==> src/rtl/intv_timer_pkg.sv <==
package intv_timer_pkg;

    localparam int BUS_W  = 32;
    localparam int ADDR_W = 8;

    // control field positions
    localparam int CTRL_EN_BIT   = 7;
    localparam int CTRL_PER_BIT  = 6;
    localparam int CTRL_FAST_BIT = 3;

    typedef enum logic [1:0] {
        REG_LOAD  = 2'd0,
        REG_VALUE = 2'd1,
        REG_CTRL  = 2'd2,
        REG_CLEAR = 2'd3
    } reg_sel_e;

    typedef struct packed {
        logic en;
        logic periodic;
        logic fast;
    } ctrl_t;

endpackage

==> src/rtl/intv_tick_gen.sv <==
module intv_tick_gen #(
    parameter int DIV = 4
) (
    input  logic clk,
    input  logic rst_n,
    output logic tick
);
    localparam int CW = (DIV > 1) ? $clog2(DIV) : 1;

    typedef struct packed {
        logic [CW-1:0] cnt;
    } st_t;

    st_t st_d, st_q;

    always_comb begin
        st_d = st_q;
        tick = (st_q.cnt == CW'(DIV - 1));
        if (tick) st_d.cnt = '0;
        else      st_d.cnt = st_q.cnt + 1'b1;
    end

    always_ff @(posedge clk) begin
        if (!rst_n) st_q <= '0;
        else        st_q <= st_d;
    end

    generate
        if (DIV > 1) begin : g_gap

            tick_gap_chk: assert property (@(posedge clk) disable iff (!rst_n)
                tick |=> !tick);
        end
    endgenerate

endmodule

==> src/rtl/intv_chan.sv <==
module intv_chan
    import intv_timer_pkg::*;
#(
    parameter int WIDTH = 16
) (
    input  logic             clk,
    input  logic             rst_n,
    input  logic             wr_en,
    input  reg_sel_e         wr_reg,
    input  logic [BUS_W-1:0] wdata,
    input  reg_sel_e         rd_reg,
    input  logic             tick_fast,
    input  logic             tick_slow,
    output logic [BUS_W-1:0] rd_val,
    output logic             irq
);
    typedef struct packed {
        logic [WIDTH-1:0] load;
        logic [WIDTH-1:0] cnt;
        ctrl_t            ctrl;
        logic             irq;
    } st_t;

    st_t  st_d, st_q;
    logic tick_sel;
    logic step;
    logic ld_wr;
    logic ctl_wr;
    logic clr_wr;
    logic uf;

    always_comb begin
        st_d     = st_q;
        tick_sel = st_q.ctrl.fast ? tick_fast : tick_slow;
        step     = st_q.ctrl.en && tick_sel;
        ld_wr    = wr_en && (wr_reg == REG_LOAD);
        ctl_wr   = wr_en && (wr_reg == REG_CTRL);
        clr_wr   = wr_en && (wr_reg == REG_CLEAR);
        uf       = step && !ld_wr && (st_q.cnt == '0);

        if (ld_wr) begin
            st_d.load = wdata[WIDTH-1:0];
            st_d.cnt  = wdata[WIDTH-1:0];
        end else if (step) begin
            if (uf) st_d.cnt = st_q.ctrl.periodic ? st_q.load : '1;
            else    st_d.cnt = st_q.cnt - 1'b1;
        end

        if (ctl_wr) begin
            st_d.ctrl.en       = wdata[CTRL_EN_BIT];
            st_d.ctrl.periodic = wdata[CTRL_PER_BIT];
            st_d.ctrl.fast     = wdata[CTRL_FAST_BIT];
        end

        if (clr_wr) st_d.irq = 1'b0;
        if (uf)     st_d.irq = 1'b1;

        rd_val = '0;
        unique case (rd_reg)
            REG_LOAD:  rd_val = BUS_W'(st_q.load);
            REG_VALUE: rd_val = BUS_W'(st_q.cnt);
            REG_CTRL: begin
                rd_val[CTRL_EN_BIT]   = st_q.ctrl.en;
                rd_val[CTRL_PER_BIT]  = st_q.ctrl.periodic;
                rd_val[CTRL_FAST_BIT] = st_q.ctrl.fast;
            end
            default:   rd_val = '0;
        endcase
    end

    always_ff @(posedge clk) begin
        if (!rst_n) st_q <= '0;
        else        st_q <= st_d;
    end

    assign irq = st_q.irq;

    generate
        if (WIDTH < BUS_W) begin : g_narrow
            logic unused_hi;
            assign unused_hi = ^wdata[BUS_W-1:WIDTH];
        end
    endgenerate


    load_copy_chk: assert property (@(posedge clk) disable iff (!rst_n)
        ld_wr |=> st_q.cnt == $past(wdata[WIDTH-1:0]));


    hold_chk: assert property (@(posedge clk) disable iff (!rst_n)
        (!st_q.ctrl.en && !ld_wr) |=> $stable(st_q.cnt));


    irq_src_chk: assert property (@(posedge clk) disable iff (!rst_n)
        $rose(st_q.irq) |-> $past(uf));


    reload_chk: assert property (@(posedge clk) disable iff (!rst_n)
        (uf && st_q.ctrl.periodic) |=> st_q.cnt == $past(st_q.load));


    wrap_chk: assert property (@(posedge clk) disable iff (!rst_n)
        (uf && !st_q.ctrl.periodic) |=> &st_q.cnt);


    clear_chk: assert property (@(posedge clk) disable iff (!rst_n)
        (clr_wr && !uf) |=> !st_q.irq);

endmodule

==> src/rtl/intv_timer_block.sv <==
module intv_timer_block
    import intv_timer_pkg::*;
#(
    parameter int FAST_DIV = 4,
    parameter int SLOW_DIV = 16,
    parameter int NARROW_W = 16,
    parameter int WIDE_W   = 32
) (
    input  logic        clk,
    input  logic        rst_n,
    input  logic        bus_sel,
    input  logic        bus_wr,
    input  logic [7:0]  bus_addr,
    input  logic [31:0] bus_wdata,
    output logic [31:0] bus_rdata,
    output logic [2:0]  irq
);
    localparam int NCH = 3;

    function automatic logic [3:0] base_hi(input int ch);
        case (ch)
            0:       return 4'h0;
            1:       return 4'h2;
            default: return 4'h8;
        endcase
    endfunction

    typedef struct packed {
        logic [BUS_W-1:0] rdata;
    } st_t;

    st_t              st_d, st_q;
    logic             fast_tick, slow_tick;
    logic [NCH-1:0]   hit;
    logic [BUS_W-1:0] rd_val [NCH];
    reg_sel_e         reg_sel;
    logic             rd_req;
    logic             unused_lo;

    assign reg_sel   = reg_sel_e'(bus_addr[3:2]);
    assign rd_req    = bus_sel && !bus_wr;
    assign unused_lo = ^bus_addr[1:0];

    intv_tick_gen #(.DIV(FAST_DIV)) u_fast (
        .clk  (clk),
        .rst_n(rst_n),
        .tick (fast_tick)
    );

    intv_tick_gen #(.DIV(SLOW_DIV)) u_slow (
        .clk  (clk),
        .rst_n(rst_n),
        .tick (slow_tick)
    );

    generate
        for (genvar c = 0; c < NCH; c++) begin : g_ch
            localparam int CW = (c == NCH - 1) ? WIDE_W : NARROW_W;
            assign hit[c] = (bus_addr[7:4] == base_hi(c));
            intv_chan #(.WIDTH(CW)) u_chan (
                .clk      (clk),
                .rst_n    (rst_n),
                .wr_en    (bus_sel && bus_wr && hit[c]),
                .wr_reg   (reg_sel),
                .wdata    (bus_wdata),
                .rd_reg   (reg_sel),
                .tick_fast(fast_tick),
                .tick_slow(slow_tick),
                .rd_val   (rd_val[c]),
                .irq      (irq[c])
            );
        end
    endgenerate

    always_comb begin
        st_d       = '0;
        for (int c = 0; c < NCH; c++) begin
            if (rd_req && hit[c]) st_d.rdata = st_d.rdata | rd_val[c];
        end
    end

    always_ff @(posedge clk) begin
        if (!rst_n) st_q <= '0;
        else        st_q <= st_d;
    end

    assign bus_rdata = st_q.rdata;


    unmapped_read_chk: assert property (@(posedge clk) disable iff (!rst_n)
        (rd_req && (hit == '0)) |=> bus_rdata == '0);

endmodule

==> config.mk <==
export PLATFORM = sky130hd
export DESIGN_NAME = intv_timer_block
export DESIGN_NICKNAME = d
export VERILOG_FILES = /design/src/rtl/intv_timer_pkg.sv /design/src/rtl/intv_tick_gen.sv /design/src/rtl/intv_chan.sv /design/src/rtl/intv_timer_block.sv
export SDC_FILE = /design/constraint.sdc
export NUM_CORES = 1
export LEC_CHECK = 0
export ABC_AREA = 1
export BUFFER_PORTS_ARGS = -buffer_cell sky130_fd_sc_hd__buf_2
export CORE_UTILIZATION = 60
export CTS_BUF_LIST = sky130_fd_sc_hd__clkbuf_4 sky130_fd_sc_hd__clkbuf_8
export CTS_CLUSTER_SIZE = 10
export DETAILED_ROUTE_END_ITERATION = 12
export GPL_ROUTABILITY_DRIVEN = 0
export PLACE_DENSITY_LB_ADDON = 0.15
export SYNTH_ARGS = -nofsm -noshare
export SYNTH_HDL_FRONTEND = slang
export SYNTH_SLANG_ARGS = --single-unit
==> constraint.sdc <==
create_clock -name clk -period 2.2 [get_ports clk]
set_clock_uncertainty 0.1 [all_clocks]
set_input_delay 0.33 -clock clk [delete_from_list [all_inputs] [get_ports clk]]
set_output_delay 0.33 -clock clk [all_outputs]
set_load 0.01 [all_outputs]
### Word level (Yosys, flattened, before mapping)

Index checks and enable logic that the tools add are counted.

* flip-flop bits (word level): 178
* output and inout bits: 35
* word-level logic and storage cells: 118

* add/subtract/negate cells: 5
* equal/unequal tests: 7
* mux-type cells: 39
* bitwise operators: 3
* reduce and logical (&&, ||, !) cells: 43

Operators with widths (number)
* 2-to-1 mux 32 bit: 7
* 2-to-1 mux 16 bit: 8
* bitwise OR 32 bit: 2
* one-hot mux 24 bit (2 select lines): 1
* zero test 16 bit: 2
* zero test 32 bit: 1
* one-hot mux 8 bit (2 select lines): 2
* subtractor 16 x 1 -> 16 bit (second input constant): 2
* subtractor 32 x 1 -> 32 bit (second input constant): 1
* logical AND 1 bit: 26
* one-hot mux 2 bit (3 select lines): 3
* one-hot mux 3 bit (2 select lines): 3
* one-hot mux 2 bit (2 select lines): 3
* nonzero test 2 bit: 6
* 2-to-1 mux 1 bit: 9
* one-hot mux 1 bit (3 select lines): 3
* equality test 4 bit (second input constant): 2
* equality test 2 bit (second input constant): 3
* adder 4 x 1 -> 4 bit (second input constant): 1
* equality test 4 x 2 -> 1 bit (second input constant): 1
* zero test 1 bit: 4
* zero test 4 bit: 1
* OR reduction 2 bit: 2
* adder 2 x 1 -> 2 bit (second input constant): 1
* other kinds (3): 3

### Depth between registers and ports, before layout

* word-level depth: 9
* gate-level depth with buffers: 14

### Modules after synthesis

From an unflattened synthesis, not the netlist that was laid out.

* cell total of the unflattened synthesis: 1862
* area, all modules: 11482.3 um^2

By module, submodules not included
* intv_chan at g_ch[0].u_chan ...: instances 2, cells an instance 413, area an instance 2467.4 um^2, seq. area each 720.7 um^2
* intv_chan at g_ch[2].u_chan: instances 1, cells an instance 742, area an instance 4490.6 um^2, seq. area each 1361.3 um^2
* intv_timer_block: instances 1, cells an instance 267, area an instance 1828.0 um^2, seq. area each 640.6 um^2
* intv_tick_gen at u_slow: instances 1, cells an instance 19, area an instance 157.7 um^2, seq. area each 80.1 um^2
* intv_tick_gen at u_fast: instances 1, cells an instance 8, area an instance 71.3 um^2, seq. area each 40.0 um^2

### Least setup slack after synthesis

No wires, ideal clock.

* path kind: register to register
* from: register g_ch[2].u_chan.st_q[4] in the netlist's numbering
* to: register g_ch[2].u_chan.st_q[5] in the netlist's numbering
* library setup time: 0.128 ns
* arrival time: 1.553 ns
* required time: 1.972 ns
* slack: 0.420 ns
* cell stages (with the launch flop): 11
* buffers on the path: 1
* clock period less this slack: 1.780 ns
* cell sequence: dfxtp_1 -> inv_1 -> ha_1 -> nand3_2 -> nor2_2 -> nand4_1 -> nor2_4 -> buf_6 -> nand3_1 -> a21oi_1 -> nor2_1

* cells in the longest elaborated chain, start to end: 5
* elaborated cells on any way between the ends: 6
* classes of those cells: add/sub: 1; mux: 3; reduce/logical: 2

Ends and longest elaborated chain
* start, declared: RTL line intv_chan.sv:24 `st_t st_d, st_q;`
* start signal, assigned: RTL line intv_chan.sv:73 `else st_q <= st_d;`
* parallel branches: the longest is 2 deep, another holds subtractor 32 x 1 -> 32 bit
* 2-to-1 mux 32 bit *: RTL line intv_chan.sv:45 `if (uf) st_d.cnt = st_q.ctrl.periodic ? st_q.load : '1;`
* 2-to-1 mux 32 bit *: RTL line intv_chan.sv:44 `end else if (step) begin`
* 2-to-1 mux 32 bit *: RTL line intv_chan.sv:41 `if (ld_wr) begin`

Mark *: on every way between the ends. The select of a mux whose other input is x is not followed.
A chain may end at the register's enable or synchronous reset.

### Worst setup path after layout

* from: register u_slow.st_q[0] in the netlist's numbering
* to: register g_ch[1].u_chan.st_q[6] in the netlist's numbering

* cells in the longest elaborated chain, start to end: 8
* elaborated cells on any way between the ends: 9
* classes of those cells: eq/ne: 1; mux: 4; reduce/logical: 4

Ends and longest elaborated chain
* start, declared: RTL line intv_tick_gen.sv:14 `st_t st_d, st_q;`
* start signal, assigned: RTL line intv_tick_gen.sv:25 `else st_q <= st_d;`
* equality test 4 bit *: RTL line intv_tick_gen.sv:18 `tick = (st_q.cnt == CW'(DIV - 1));`
* 2-to-1 mux 1 bit *: RTL line intv_chan.sv:34 `tick_sel = st_q.ctrl.fast ? tick_fast : tick_slow;`
* logical AND 1 bit *: RTL line intv_chan.sv:35 `step = st_q.ctrl.en && tick_sel;`
* logical AND 1 bit (2 in series): RTL line intv_chan.sv:39 `uf = step && !ld_wr && (st_q.cnt == '0);`
* 2-to-1 mux 16 bit: RTL line intv_chan.sv:45
* 2-to-1 mux 16 bit: RTL line intv_chan.sv:44
* 2-to-1 mux 16 bit: RTL line intv_chan.sv:41
* end signal, assigned: RTL line intv_chan.sv:73
* end, declared: RTL line intv_chan.sv:24

Mark *: on every way between the ends. The rest lies on a longest branch, timed or not. The select of a mux whose other input is x is not followed.

==> results.yml <==
clock_tree:
  post-cts-setup-buffers: 0
  clock_path_buffers: 2
  clk_pin_slew_ns: 0.09
  cts_tree: "yes"
  cts_sinks: 178
  h-tree-depth: 4
  numCtsBuffers: 17
  cts_root_buffer: "clkbuf_8"
  cts_hold_buffers: 0
  worstSkewPairLatency_ns: 0.48
worst_setup_path:
  path_buf_inv: 3
  cp-start-kind: "register"
  cp_slowest_cell: "dfxtp_1"
  rrSetupSlack_ns: 0.16
  worst-endpoint-arrival_ns: 2.31
  critical_path.most_common_cell: "nand2_1"
  cp_max_fo: 8
  ff2ff_path_depth: 12
  cpPeakStageDelay_ns: 0.36
  crit_family: "simple AND/OR/NAND/NOR gates"
  path_class: "reg2reg"
  reg2reg_from: "u_slow.st_q[0]$_SDFF_PP0_"
  cp-end-kind: "register"
  crit_chain: "ha_1 -> nand3_2 -> nand2_1 -> nand2_1 -> inv_1 -> nand2_2 -> inv_4 -> nand2_4 -> nand2_1 -> o21ai_0 -> o21ai_0 -> inv_1"
  r2r_end: "g_ch[1].u_chan.st_q[6]$_SDFFE_PN0P_"
  critPathRequiredTime_ns: 2.47
placement:
  dpl.cell_count: 1900
  place_area_mm2: 0.0109
  port_buffers: 76
  dp_hpwl_mm: 24.8
  pre_cts_slack_ns: 0.00143
drt:
  vias: 11300
  first_pass_iters: 6
  drc: 0
  postRouteAntennaNets: 0
  drtIter0Drc: 1649
  wl_mm: 33.5
  wl_per_cell_um: 17.3
  viasPerCell: 5.82
finish:
  final_common_cell: "nand2_1"
  syn2layout_area_growth_pct: 13.8
  antenna_cells: 0
  final_util_pct: 70.9
  fin_cells: 1932
  stdcell_area_mm2: 0.0114
  drive_above_1_share_pct: 13.2
  multi_input_area_mm2: 0.00547
  mostFrequentLayoutCells: "nand2_1 (462), inv_1 (180), dfxtp_1 (178), a21oi_1 (174), nor2_1 (169)"
  fillers: 1459
  seq_area_mm2: 0.00356
  finish.net_count: 1754
synthesis:
  async_flop_share_pct: 0
  seq_area_frac_synth_pct: 35.6
  synth.cell_area_mm2: 0.0100
  synth_top_family_by_area: "simple AND/OR/NAND/NOR gates"
  syn_avg_cell_area_um2: 6.23
  synth_flop_cell: "dfxtp_1"
  synth-seq-cells: 178
  synth-edff-count: 0
  synth_cells: 1606
  synthXorXnorAreaFrac_pct: 2.36
  synth_compound_area_share_pct: 18.7
  synth_fa_ha_area_share_pct: 0.876
  synth_mux_area_share_pct: 0
  yosys_warnings: 0
  synthSimpleGateAreaFrac_pct: 32.3
  ys_types: 35
  synth_nets: 1657
sta:
  fin_crit_sh_pct: 92.8
  maxSlewHeadroom_pct: 62.2
  worst_pin_slew_ns: 0.566
  fin_hold_ws_ns: 0.0256
  rsz0062_at_grt: "false"
  setup_slack_ns: 0.159
  final_max_slew_viol_count: 0
  finalSetupViolations: 0
  finalSetupTns_ns: 0
  finalHoldViolations: 0
  fmax_mhz: 490
  min_period_ns: 2.04
grt:
  antenna_found_initial: 1
  grt_pass1_wl_mm: 52.3
  track_usage_pct: 40.1
  grt_max_degree: 49
  grt_pass1_vias: 10200
  gr-total-overflow: 0
power_and_ir_drop:
  ir_drop_mv: 0.493
  leakagePower_nw: 5.42
  power_density_mw_per_mm2: 531
  p_total_mw: 6.05
die:
  io_pins: 79
  die_w_um: 131
  die_area_mm2: 0.0172
  coreArea_mm2: 0.0161
  dieHeight_um: 131
  initial_utilization_pct: 62.3
  rows: 46
min_path:
  hold_start: "bus_wdata[20]"
  hold_end: "g_ch[2].u_chan.st_q[56]$_SDFFE_PN0P_"
  whs_path_depth: 3
  min_path_type: "in2reg"
status:
  status: "finished, final reports clean"
flow_run:
  maxCapViolCount: 0
## worst max path at each step
stage / start / to / slack, ns / cells past startpoint
after CTS: u_slow.st_q[0]$_SDFF_PP0_ / g_ch[2].u_chan.st_q[23]$_SDFFE_PN0P_ / 0.07 / 11
after floorplan: g_ch[2].u_chan.st_q[4]$_SDFFE_PN0P_ / g_ch[2].u_chan.st_q[5]$_SDFFE_PN0P_ / 0.42 / 10
after detailed placement: g_ch[2].u_chan.st_q[4]$_SDFFE_PN0P_ / g_ch[2].u_chan.st_q[32]$_SDFFE_PN0P_ / 0.001 / 11
final: u_slow.st_q[0]$_SDFF_PP0_ / g_ch[1].u_chan.st_q[6]$_SDFFE_PN0P_ / 0.16 / 12
after global routing: g_ch[2].u_chan.st_q[11]$_SDFFE_PN0P_ / g_ch[2].u_chan.st_q[23]$_SDFFE_PN0P_ / 0.03 / 11
after global placement: u_slow.st_q[0]$_SDFF_PP0_ / g_ch[2].u_chan.st_q[23]$_SDFFE_PN0P_ / 0.08 / 11
## worst min-delay path, stage by stage
cell and delay, ns:
buf_2 0.09, nand2_1 0.07, a21oi_1 0.06
## Yosys cell counts, types with 11 or more instances
| master | number | area (um2) |
|---|---|---|
| a31oi_1 | 12 | 75.1 |
| o21ai_0 | 134 | 671 |
| dfxtp_1 | 178 | 3560 |
| buf_2 | 18 | 90.1 |
| nor2_2 | 17 | 106 |
| nand4_1 | 11 | 68.8 |
| xor2_1 | 24 | 210 |
| o22ai_1 | 13 | 81.3 |
| nand2_1 | 464 | 1740 |
| nor2_1 | 170 | 638 |
| inv_1 | 180 | 676 |
| a21oi_1 | 175 | 876 |
| nand3_1 | 90 | 450 |
| clkbuf_1 | 32 | 120 |
## where the power goes
part           switching [mW]  internal, mW  total, mW
clock                    1.26          1.10       2.36
combinational           0.298         0.138      0.436
sequential             0.0117          3.24       3.25
## area by class of cell
class                      count  area share, %
clock buffer                  21           2.43
clock inverter                11           1.13
inverter                     190           6.30
multi-input combinational   1175           48.1
sequential                   178           31.3
tap                          216           2.37
timing repair buffer         141           8.40
## per-layer routing
metal  routed length (um)  up-vias  global-route usage (%)
li1                     -     5352                       -
met5                    0        -                       0
met2                14300      692                    60.5
met3                 3980      115                    9.17
met4                 1400        0                    19.7
met1                13800     5093                    53.9
## flip-flops by register name (all words and copies together) (netlist names)
| name | count |
|---|---|
| u_slow.st_q | 4 |
| u_fast.st_q | 2 |
| bus_rdata | 32 |
| g_ch.u_chan.st_q | 137 |
| g_ch.u_chan.irq | 3 |
## cells by family after synthesis
group	Yosys count
xor gates and xnor gates	27
adders and majority gates	7
and+or+nand+nor	783
AOI/OAI and AO/OA	358
DFF	178
buffers and inverters	253
## timing repair
item                       CTS  global route
gates resized for setup      2             9
gates cloned                 0             0
hold endpoints to repair     0             0
setup endpoints to repair    8            28
No activity file was read; power rests on OpenSTA's default activity.
